[src/rtl/blkflush_pkg.sv]
package blkflush_pkg;
  localparam int unsigned BLK_W = 3;
  localparam int unsigned NBLK  = 1 << BLK_W;
  typedef logic [BLK_W-1:0] blk_id_t;
  typedef logic [NBLK-1:0]  blk_mask_t;
endpackage

[src/rtl/blkflush_match.sv]
module blkflush_match
  import blkflush_pkg::*;
#(
  parameter int unsigned N = 5
) (
  input  logic      flush_i,
  input  blk_mask_t mask_i,
  input  blk_id_t   blk_i [N],
  output logic [N-1:0] hit_o
);
  for (genvar g = 0; g < N; g++) begin : g_hit
    assign hit_o[g] = flush_i && mask_i[blk_i[g]];
  end
endmodule

[src/rtl/blkflush_ctrl.sv]
module blkflush_ctrl #(
  parameter int unsigned DEPTH = 4,
  parameter int unsigned CNT_W = $clog2(DEPTH + 1)
) (
  input  logic             clk_i,
  input  logic             rst_ni,
  input  logic             push_i,
  input  logic             head_live_i,
  input  logic             out_ready_i,
  output logic [CNT_W-1:0] cnt_o,
  output logic [CNT_W-1:0] wpos_o,
  output logic             pop_o,
  output logic             push_ok_o,
  output logic             space_o
);
  logic [CNT_W-1:0] cnt_q, cnt_d;
  logic head_occ;

  assign head_occ  = (cnt_q != '0);
  // dead head leaves without a handshake
  assign pop_o     = head_occ && (!head_live_i || out_ready_i);
  assign space_o   = (cnt_q < CNT_W'(DEPTH));
  assign push_ok_o = push_i && space_o;
  assign wpos_o    = cnt_q - CNT_W'(pop_o);
  assign cnt_d     = cnt_q + CNT_W'(push_ok_o) - CNT_W'(pop_o);
  assign cnt_o     = cnt_q;

  always_ff @(posedge clk_i or negedge rst_ni) begin
    if (!rst_ni) cnt_q <= '0;
    else         cnt_q <= cnt_d;
  end


  no_overflow_chk: assert property (@(posedge clk_i) disable iff (!rst_ni)
    !space_o && push_i && !pop_o |=> !space_o);


  full_push_ignored_chk: assert property (@(posedge clk_i) disable iff (!rst_ni)
    !space_o && !pop_o |=> cnt_q == $past(cnt_q));


  dead_drop_chk: assert property (@(posedge clk_i) disable iff (!rst_ni)
    head_occ && !head_live_i && !push_ok_o |=> cnt_q == $past(cnt_q) - CNT_W'(1));
endmodule

[src/rtl/blkflush_fifo.sv]
module blkflush_fifo
  import blkflush_pkg::*;
#(
  parameter int unsigned DEPTH  = 4,
  parameter int unsigned DATA_W = 16
) (
  input  logic              clk_i,
  input  logic              rst_ni,
  input  logic              push_i,
  input  logic [BLK_W-1:0]  push_blk_i,
  input  logic [DATA_W-1:0] push_data_i,
  output logic              space_o,
  input  logic              flush_i,
  input  logic [NBLK-1:0]   flush_mask_i,
  output logic              out_valid_o,
  output logic [BLK_W-1:0]  out_blk_o,
  output logic [DATA_W-1:0] out_data_o,
  input  logic              out_ready_i
);
  localparam int unsigned CNT_W = $clog2(DEPTH + 1);

  blk_id_t           blk_q  [DEPTH];
  logic [DATA_W-1:0] data_q [DEPTH];
  logic [DEPTH-1:0]  live_q;

  blk_id_t           blk_sh  [DEPTH];
  logic [DATA_W-1:0] data_sh [DEPTH];
  logic [DEPTH-1:0]  live_sh;
  blk_id_t           probe   [DEPTH+1];
  logic [DEPTH:0]    hit;

  logic [CNT_W-1:0] cnt, wpos;
  logic pop, push_ok;

  blkflush_ctrl #(.DEPTH(DEPTH), .CNT_W(CNT_W)) u_ctrl (
    .clk_i      (clk_i),
    .rst_ni     (rst_ni),
    .push_i     (push_i),
    .head_live_i(live_q[0]),
    .out_ready_i(out_ready_i),
    .cnt_o      (cnt),
    .wpos_o     (wpos),
    .pop_o      (pop),
    .push_ok_o  (push_ok),
    .space_o    (space_o)
  );

  // shifted view, then mask applied to what survives plus the incoming push
  for (genvar i = 0; i < DEPTH; i++) begin : g_shift
    if (i < DEPTH - 1) begin : g_mid
      assign blk_sh[i]  = pop ? blk_q[i+1]  : blk_q[i];
      assign data_sh[i] = pop ? data_q[i+1] : data_q[i];
      assign live_sh[i] = pop ? live_q[i+1] : live_q[i];
    end else begin : g_tail
      assign blk_sh[i]  = blk_q[i];
      assign data_sh[i] = data_q[i];
      assign live_sh[i] = live_q[i] && !pop;
    end
    assign probe[i] = blk_sh[i];
  end
  assign probe[DEPTH] = push_blk_i;

  blkflush_match #(.N(DEPTH + 1)) u_match (
    .flush_i(flush_i),
    .mask_i (flush_mask_i),
    .blk_i  (probe),
    .hit_o  (hit)
  );

  for (genvar i = 0; i < DEPTH; i++) begin : g_slot
    logic wr;
    assign wr = push_ok && (wpos == CNT_W'(i));
    always_ff @(posedge clk_i or negedge rst_ni) begin
      if (!rst_ni) begin
        blk_q[i]  <= '0;
        data_q[i] <= '0;
        live_q[i] <= 1'b0;
      end else if (wr) begin
        blk_q[i]  <= push_blk_i;
        data_q[i] <= push_data_i;
        live_q[i] <= !hit[DEPTH];
      end else begin
        blk_q[i]  <= blk_sh[i];
        data_q[i] <= data_sh[i];
        live_q[i] <= live_sh[i] && !hit[i];
      end
    end
  end

  assign out_valid_o = (cnt != '0) && live_q[0];
  assign out_blk_o   = blk_q[0];
  assign out_data_o  = data_q[0];


  head_hold_chk: assert property (@(posedge clk_i) disable iff (!rst_ni)
    out_valid_o && !out_ready_i && !flush_i |=>
      out_valid_o && $stable(out_data_o) && $stable(out_blk_o));


  head_kill_chk: assert property (@(posedge clk_i) disable iff (!rst_ni)
    out_valid_o && !out_ready_i && flush_i && flush_mask_i[out_blk_o] |=> !out_valid_o);


  empty_push_chk: assert property (@(posedge clk_i) disable iff (!rst_ni)
    cnt == '0 && push_i && !(flush_i && flush_mask_i[push_blk_i]) |=>
      out_valid_o && out_data_o == $past(push_data_i) && out_blk_o == $past(push_blk_i));


  push_kill_chk: assert property (@(posedge clk_i) disable iff (!rst_ni)
    cnt == '0 && push_i && flush_i && flush_mask_i[push_blk_i] |=> !out_valid_o);
endmodule

[config.mk]
export PLATFORM = sky130hd
export DESIGN_NAME = blkflush_fifo
export DESIGN_NICKNAME = d
export VERILOG_FILES = /design/src/rtl/blkflush_pkg.sv /design/src/rtl/blkflush_match.sv /design/src/rtl/blkflush_ctrl.sv /design/src/rtl/blkflush_fifo.sv
export SDC_FILE = /design/constraint.sdc
export NUM_CORES = 1
export LEC_CHECK = 0
export ABC_CLOCK_PERIOD_IN_PS = 6050
export BUFFER_PORTS_ARGS = -buffer_cell sky130_fd_sc_hd__buf_2
export CAP_MARGIN = 10
export CORE_MARGIN = 10
export CORE_UTILIZATION = 50
export DETAILED_ROUTE_END_ITERATION = 10
export HOLD_SLACK_MARGIN = 0.12
export PLACE_DENSITY = 0.79
export SETUP_SLACK_MARGIN = 0.15
export SYNTH_ARGS = -nofsm -noshare
export SYNTH_HDL_FRONTEND = slang
export SYNTH_HIERARCHICAL = 1
export SYNTH_SLANG_ARGS = --single-unit
[constraint.sdc]
create_clock -name clk_i -period 6.05 [get_ports clk_i]
set_clock_uncertainty 0.05 [all_clocks]
set_input_delay 1.815 -clock clk_i [delete_from_list [all_inputs] [get_ports clk_i]]
set_output_delay 1.815 -clock clk_i [all_outputs]
set_load 0.02 [all_outputs]
* After elaboration in Yosys (flattened, before gate mapping)
Cells that the tools add are included.
W data, S select, Z words.
** Storage, ports and cells
- Bits in registers :: 83
- Output and inout port bits :: 21
** Cells by class
- Order comparisons :: 6
- Mux-type cells :: 29
- Reductions and logical operators :: 30
- $add $sub $neg :: 3
- Equality and inequality tests :: 3
** Operators by type and width (number)
- $mux W16 :: 6
- $lt A3 B4 Y1 const B :: 5
- $mux W3 :: 6
- $logic_and A1 B1 Y1 :: 17
- $bmux W1 S3 :: 5
- $mux W1 :: 12
- $logic_not A1 Y1 :: 7
- $eq A3 B2 Y1 const B :: 2
- $reduce_bool A2 Y1 :: 3
- $sub A3 B1 Y3 :: 2
- $add A3 B1 Y3 :: 1
- $eq A3 B1 Y1 const B :: 1
- $logic_not A3 Y1 :: 1
- $lt A3 B3 Y1 const B :: 1
- $reduce_bool A3 Y1 :: 1
- $logic_or A1 B1 Y1 :: 1

* Depth between registers and ports, before layout
Gate-level depths: netlist (run 1).
- Word-level depth :: 10
- Gate-level depth with buffers :: 10
- Mapped depth without buffers :: 8

* Modules after synthesis
Netlist (run 1), hierarchy kept.
** By module, submodules not included
- blkflush_fifo :: cells an instance 338, area each 3767.4 um2, instances 1, seq. area each 2001.9 um2
- blkflush_match :: cells an instance 35, area each 356.6 um2, instances 1, seq. area each 0.0 um2
- blkflush_ctrl :: cells an instance 25, area each 252.7 um2, instances 1, seq. area each 75.1 um2

* Worst setup path after synthesis (run 1)
Ideal clock, no wire load.
- Kind :: input port to flip-flop
- Start point :: in out_ready_i
- End point :: reg live_q[1]
- Library setup time :: 0.078 ns
- Cell stages on the path :: 10
- Arrival time :: 3.791 ns
- Path buffers :: 2
- Path slack :: 2.131 ns
- Path through :: and2b_4 -> nor2_1 -> buf_4 -> buf_4 -> mux2_2 -> mux4_1 -> nor2_1 -> a311oi_1 -> or3_1 -> o21ai_1
** RTL lines
- from (decl) :: line blkflush_fifo.sv:18 : input logic out_ready_i
- to (signal, indexed assignment) :: line blkflush_fifo.sv:81 : live_q[i] <= !hit[DEPTH];
- to (signal, indexed assignment) :: line blkflush_fifo.sv:85 : live_q[i] <= live_sh[i] && !hit[i];
- to (decl) :: line blkflush_fifo.sv:24 : logic [DEPTH-1:0] live_q;

==> results by group, run 1 <==
Status
  • Outcome: complete, no violations

Place
  • Routability Congestion: 0.932
  • PortBufs: 52
  • DP HPWL: 6200 µm

Synthesis
  • Post-synthesis register bit count: 83
  • Cells after Synth: 398
  • Post-synthesis sequential area ratio: 47.5%
  • Syn Area/Cell: 11.0 µm²
  • Most used DFF post-synth: dfrtp_1
  • FFs w/ async S/R, synth: 100%
  • Mapped Area: 4380 µm²
  • EDFF count, synth: 0
  • Synth cell types: 36
  • Post-synth net total: 433
  • Synth warn: 6

Timing
  • Endpoints failing setup: 0
  • Fmax: around 0.25 GHz
  • Fin crit period: 4.01 ns
  • Final Slew Violations: 0
  • Final worst-path cycle share: 66.3%
  • RSZ-0062 raised after global routing: false
  • Slew HR: ~31%
  • Measured slew at the worst slew-check pin: 1.04 ns
  • Fin. Hold Viols: 0
  • Setup TNS: 0 ns

Layout
  • # nets final: around 460
  • Layout fillers: roughly 730
  • Multi-input combinational cell area: 2000 µm²
  • Number of inserted diodes: 0
  • Reg area: slightly above 2000 µm²
  • Share of cells above drive strength 1: between 20% and 30%
  • Fin util: 55.8%
  • Area grow syn2layout: 10.1%

Pwr
  • Power per Cell Area: 536 nW/µm²
  • VDD IR-drop max: 0.212 mV
  • Total power draw: 2580 µW
  • LEAKAGE: 0.00240 µW

GRT
  • Initial antenna violation count: 0
  • Vias in the first global route: 3189
  • First-pass GRT wire length: 15300 µm
  • GRT overflow: 0
  • Largest net degree at the start of global routing: 84
  • Tot GR Track Use: 14.3%

CTS
  • Hold Buf Count CTS: 0
  • CTS H-tree lvls: 3
  • Clock transition at the registers of the reported paths: 0.08 ns
  • Num CTS Buffers: 9
  • Post CTS Setup Buffer Count: 0
  • Cts repair resizes: 0
  • CTS tree: done
  • Max Root-Sink Buffers: 2
  • Root Driver: clkbuf_8
  • Clock Latency Late Sink: 0.34 ns
  • Clk sinks: 83

Die
  • Io pins: 53
  • Num rows: 34
  • Initial Util: 50.7%
  • Die X: about 110 µm
  • Core Footprint: 8640 µm²
  • Die height: 114 µm
  • Die ar.: approximately 13000 µm²

Hold path
  • Hold path start: data_q[2]
  • Hold Path Class: reg -> reg
  • Hold depth: 1

Setup path
  • Crit-path max FO: 22
  • Critical Path AT: 4.23 ns
  • R2r worst-path depth: 8
  • Startpoint Class: primary input
  • Reg-to-reg startpoint: live_q[0]
  • Worst Path Required: 6.27 ns
  • Worst setup EP type: flip-flop
  • Critical Path Start: out_ready_i
  • Kind of critical path: in -> reg

Route
  • Drt total wl: 9130 µm
  • First DRT Iteration DRCs: 196
  • Post-route DRC: 0
  • Antenna viol nets, final: 0
  • Via count: 3001
  • Wirelength per Cell: 16.9 µm
  • Drt pass-1 iters: 4
  • Vias per Instance: between 5 and 6

Flow run
  • Max-Cap Viols: 0
==> logic make-up (layout without fill, tap and decap cells) <==
logic type | Yosys count | in the layout | synth area share (%)
AOI/OAI and AO/OA | 67 | 67 | 8.92
muxes | 94 | 94 | 24.3
DFF | 83 | 83 | 47.5
adders and majority gates | 3 | 3 | 1.03
and+or+nand+nor | 100 | 100 | 10.8
buffers and inverters | 48 | 81 | 6.92
xor gates and xnor gates | 3 | 3 | 0.600
==> cells in the mapped netlist, types with 2 or more instances <==
cell	n	area [µm²]
inv_2	2	7.51
mux2i_1	56	561
mux4_1	5	131
dfrtp_1	83	2080
mux2_2	33	372
inv_1	7	26.3
xnor2_1	2	17.5
buf_4	26	195
a211oi_2	2	25.0
or3_1	3	18.8
and4bb_1	2	25.0
nand2_1	49	184
clkbuf_1	3	11.3
ha_1	2	25.0
o21ai_1	2	10.0
a311oi_1	5	43.8
buf_6	2	22.5
nor2_1	35	131
o31ai_1	5	37.5
o21ai_0	50	250
nand4bb_1	2	22.5
buf_2	8	40.0
==> routing by layer <==
metal	part of all wire [%]	GRT usage (%)
met3	6.8	3.67
met5	0	0
met4	0.90	5.58
met2	47	22.9
met1	46	18.1
==> critical path, stage by stage <==
cell,delay (ns)
buf_2,0.07
and2b_4,0.21
nor2_4,0.58
mux2_2,0.46
mux2_2,0.29
o31ai_1,0.24
a311oi_1,0.08
or3_1,0.38
o21ai_1,0.08
==> report_power, final <==
group	leakage, µW	total [µW]	internal (µW)	switching, µW
Sequential	0.00103	983	825	158
Combinational	0.00125	1120	511	609
Clock	0.000120	480	284	196
==> area by class of cell <==
class / count / share of cell area (%)
Sequential cell: 83 / 43.1
Multi-Input combinational cell: 267 / 41.6
Timing Repair Buffer: 57 / 6.80
Clock buffer: 11 / 2.93
Tap cell: 108 / 2.80
Clock inverter: 4 / 2.05
Inverter: 9 / 0.701
==> metrics by stage <==
stage	cell area (µm²)	setup slack (ns)	instances	hold WS, ns
after floorplan	4380	2.13	398	0.429
after global placement	4540	1.77	522	0.437
after detailed placement	4540	1.70	522	0.445
after CTS	4780	2.09	537	0.464
after global routing	4820	1.91	539	0.479
final	4820	2.04	539	0.462
==> final timing paths <==
| check | endpoint | slack [ns] |
|---|---|---|
| hold reg to reg | data_q[2] | 0.46 |
| min in group asynchronous | data_q[13] | 1.59 |
| max in group asynchronous | out_blk_o[1] | 3.68 |
| hold / removal | data_q[2] | 0.46 |
| setup reg to reg | live_q[0] | 3.16 |
| setup / recovery | live_q[0] | 2.04 |
==> state kept, by name, indices dropped and copies added, names as in the netlist <==
signal        cells
data_q           48
out_data_o       16
blk_q             9
live_q            4
out_blk_o         3
u_ctrl/cnt_o      3
==> placed cells by master (no fill, tap or decap), types with 3 or more instances in the layout <==
master     count
nand2_1       49
a311oi_1       5
or3_1          3
buf_4          4
mux2_2        33
buf_2         51
mux4_1         5
o21ai_0       50
dfrtp_1       83
clkbuf_8      10
mux2i_1       56
inv_1          7
bufinv_16      3
o31ai_1        5
nor2_1        34
Power figures use the tool's default switching activity.
==> inputs of run 2 (changes only) <==
- ABC_AREA: default -> 1
- ABC_CLOCK_PERIOD_IN_PS: 6050 -> 4100
- clock period: 6.05 -> 4.1 ns (I/O delays scaled with it)
==> run 2 against run 1 <==
Against the previous run: synthesized area increased by 9.9%; die area increased by 8.2%; combinational power increased by 99%; register-to-register slack got worse by 1.7 ns; worst setup slack got worse by 1.0 ns; critical endpoint is now live_q[3].
==> results by group, run 2 <==
Status
  • Outcome: complete, no violations

CTS
  • CTS H-tree lvls: 3 (unchanged)
  • Num CTS Buffers: 9 (unchanged)
  • Root Driver: clkbuf_8
  • Clk sinks: 83 (unchanged)
  • CTS tree: done
  • Hold Buf Count CTS: 0 (unchanged)
  • Post CTS Setup Buffer Count: 0 (unchanged)
  • Clock Latency Late Sink: 0.36 ns (+0.02 ns)
  • Cts repair resizes: 0 (unchanged)
  • Max Root-Sink Buffers: 2 (unchanged)
  • Clock transition at the registers of the reported paths: 0.08 ns (about the same)

GRT
  • First-pass GRT wire length: 20400 µm (+33%)
  • GRT overflow: 0 (unchanged)
  • Largest net degree at the start of global routing: 84 (unchanged)
  • Busiest layer in global routing: met2
  • Met3 Use GR: 4.03% (+0.35 points)
  • Initial antenna violation count: 0 (unchanged)
  • Routing usage on met1: 22.3% (+4.2 points)
  • Tot GR Track Use: 17.2% (+2.9 points)
  • Vias in the first global route: 4271 (+34%)
  • Met2 Use GR: 27.7% (+4.8 points)

Route
  • Drt pass-1 iters: 5 (+1)
  • Via count: 4489 (+50%)
  • Vias per Instance: 5.30 (-4.8%)
  • Wirelength per Cell: 14.1 µm (-17%)
  • First DRT Iteration DRCs: 396 (+100%)
  • Post-route DRC: 0 (unchanged)
  • Antenna viol nets, final: 0 (unchanged)
  • Drt total wl: 11900 µm (+30%)

Layout
  • # nets final: 748 (+62%)
  • Number of inserted diodes: 0 (unchanged)
  • Area grow syn2layout: 7.44%
  • Commonest cells after routing, fill and taps aside: 303 x nand2_1, 127 x nand3_1, 83 x dfrtp_1, 51 x buf_2, 45 x inv_1
  • Share of cells above drive strength 1: 13.6% (-13 points)
  • Commonest non-fill, non-tap cell in the layout: nand2_1
  • Fin util: 55.4% (-0.37 points)
  • Layout fillers: 848 (+16%)
  • Largest reg by FF count: data_q
  • Max reg flops: 48 (unchanged)

Timing
  • Final worst-path cycle share: 74.8%
  • Fin crit period: approximately 3.1 ns
  • Final WS setup: 1.03 ns (-1.01 ns)
  • Slew HR: 29.7% (-1.0 points)
  • RSZ-0062 raised after global routing: false
  • Setup TNS: 0 ns (unchanged)
  • Fin. Hold Viols: 0 (unchanged)
  • Measured slew at the worst slew-check pin: 1.05 ns (+0.0154 ns)
  • Final Slew Violations: 0 (unchanged)
  • Fmax: between 0.3 and 0.4 GHz
  • Endpoints failing setup: 0 (unchanged)

Setup path
  • Critical Path Start: out_ready_i
  • R2R Setup Slk: 1.48 ns (-1.68 ns)
  • Worst Path Required: 4.29 ns (-1.98 ns)
  • Critical Path End: live_q[3]
  • Critical Path AT: 3.26 ns (-0.97 ns)
  • Kind of critical path: in -> reg
  • Worst R2R End: live_q[3]
  • Crit-path max FO: 22 (unchanged)
  • Worst setup EP type: flip-flop
  • Reg-to-reg startpoint: u_ctrl/cnt_o[2]
  • R2r worst-path depth: 10 (+2)
  • Startpoint Class: primary input

Place
  • DP Worst Slack: 0.681 ns (-1.02 ns)
  • PortBufs: 52 (unchanged)
  • DP HPWL: 7820 µm (+26%)
  • Routability Congestion: 0.937 (+0.54%)

Die
  • Die ar.: 13900 µm² (+8.2%)
  • Io pins: 53 (unchanged)
  • Die X: 118 µm (+4.0%)
  • Num rows: 35 (+2.9%)
  • Die height: 118 µm (+4.0%)
  • Core Footprint: 9330 µm² (+8.0%)
  • Initial Util: 51.6% (+0.91 points)

Synthesis
  • Syn Area/Cell: 6.92 µm² (-37%)
  • Synth cell types: 23 (-36%)
  • Yosys top cell by area: dfrtp_1
  • Post-synthesis register bit count: 83 (unchanged)
  • Most instantiated library cell after synthesis: nand2_1
  • Most used DFF post-synth: dfrtp_1
  • FFs w/ async S/R, synth: 100% (unchanged)
  • Largest cells by area after synthesis: dfrtp_1 43%, nand2_1 24%, nand3_1 13%
  • Cells after Synth: 695 (+75%)
  • Post-synthesis sequential area ratio: 43.2% (-4.3 points)
  • Synth cell count leaders: 303 x nand2_1, 127 x nand3_1, 83 x dfrtp_1, 45 x inv_1, 34 x o21ai_0
  • Synth top area share: 43.2% (-4.3 points)
  • Mapped Area: 4810 µm² (+9.9%)
  • Synth warn: 6 (unchanged)
  • Post-synth net total: 730 (+69%)
  • EDFF count, synth: 0 (unchanged)

Pwr
  • Power per Cell Area: 801 nW/µm² (+49%)
  • Total power draw: 4140 µW (+60%)
  • LEAKAGE: 0.00296 µW (+24%)
  • VDD IR-drop max: 0.334 mV (+58%)

Hold path
  • Hold path start: data_q[4]
  • Hold Path Class: reg -> reg

Flow run
  • Max-Cap Viols: 0 (unchanged)
==> run 2: final cells by class <==
type	instances	area [µm²]	area share (%)
sequential	83	2080	40.2
inverter	53	199	3.85
timing repair buffer	63	358	6.92
tap	129	161	3.12
multi-input combinational	503	2200	42.5
clock inverter	6	48.8	0.944
clock buffer	10	128	2.47
==> run 2: cell families after synthesis <==
group                    synth area share [%]
buffers and inverters                    11.3
adder cells (fa/ha/maj)                 0.936
AO/OA/AOI/OAI                            3.54
XOR/XNOR                                0.546
flip-flops                               43.2
AND/OR/NAND/NOR                          40.6
==> run 2: report_power, final <==
part           switching, µW  internal (µW)
logic                   1530            697
registers                194           1170
clock network            325            225
total                   2050           2090
==> run 2: worst min path at each step <==
stage,depth (start not counted),end
3_5_place_dp,2,data_q[10]
3_3_place_gp,2,data_q[10]
6_report,2,data_q[4]
2_1_floorplan,2,data_q[0]
5_1_grt,2,data_q[0]
4_1_cts,2,data_q[10]
==> run 2: metrics by stage <==
stage               hold slack [ns]  std cells  cell area (µm²)
floorplan                     0.403        695             4810
global placement              0.415        831             4990
detailed placement            0.423        831             4990
CTS                           0.444        847             5170
global route                  0.470        847             5170
finish                        0.444        847             5170
==> run 2: routing by layer <==
| metal | wire, µm | share of wire, % |
|---|---|---|
| met2 | 5710 | 48 |
| met3 | 838 | 7.0 |
| met1 | 5160 | 43 |
| met4 | 195 | 1.6 |
| met5 | 0 | 0 |
==> run 2: critical path, stage by stage <==
cell and delay (ns):
buf_2 0.10, inv_1 0.06, nand2_1 0.09, nand3b_1 0.13, inv_1 0.06, ha_1 0.26
inv_1 0.16, nand4_1 0.61, buf_12 0.40, nand2_1 0.06, o21ai_0 0.08
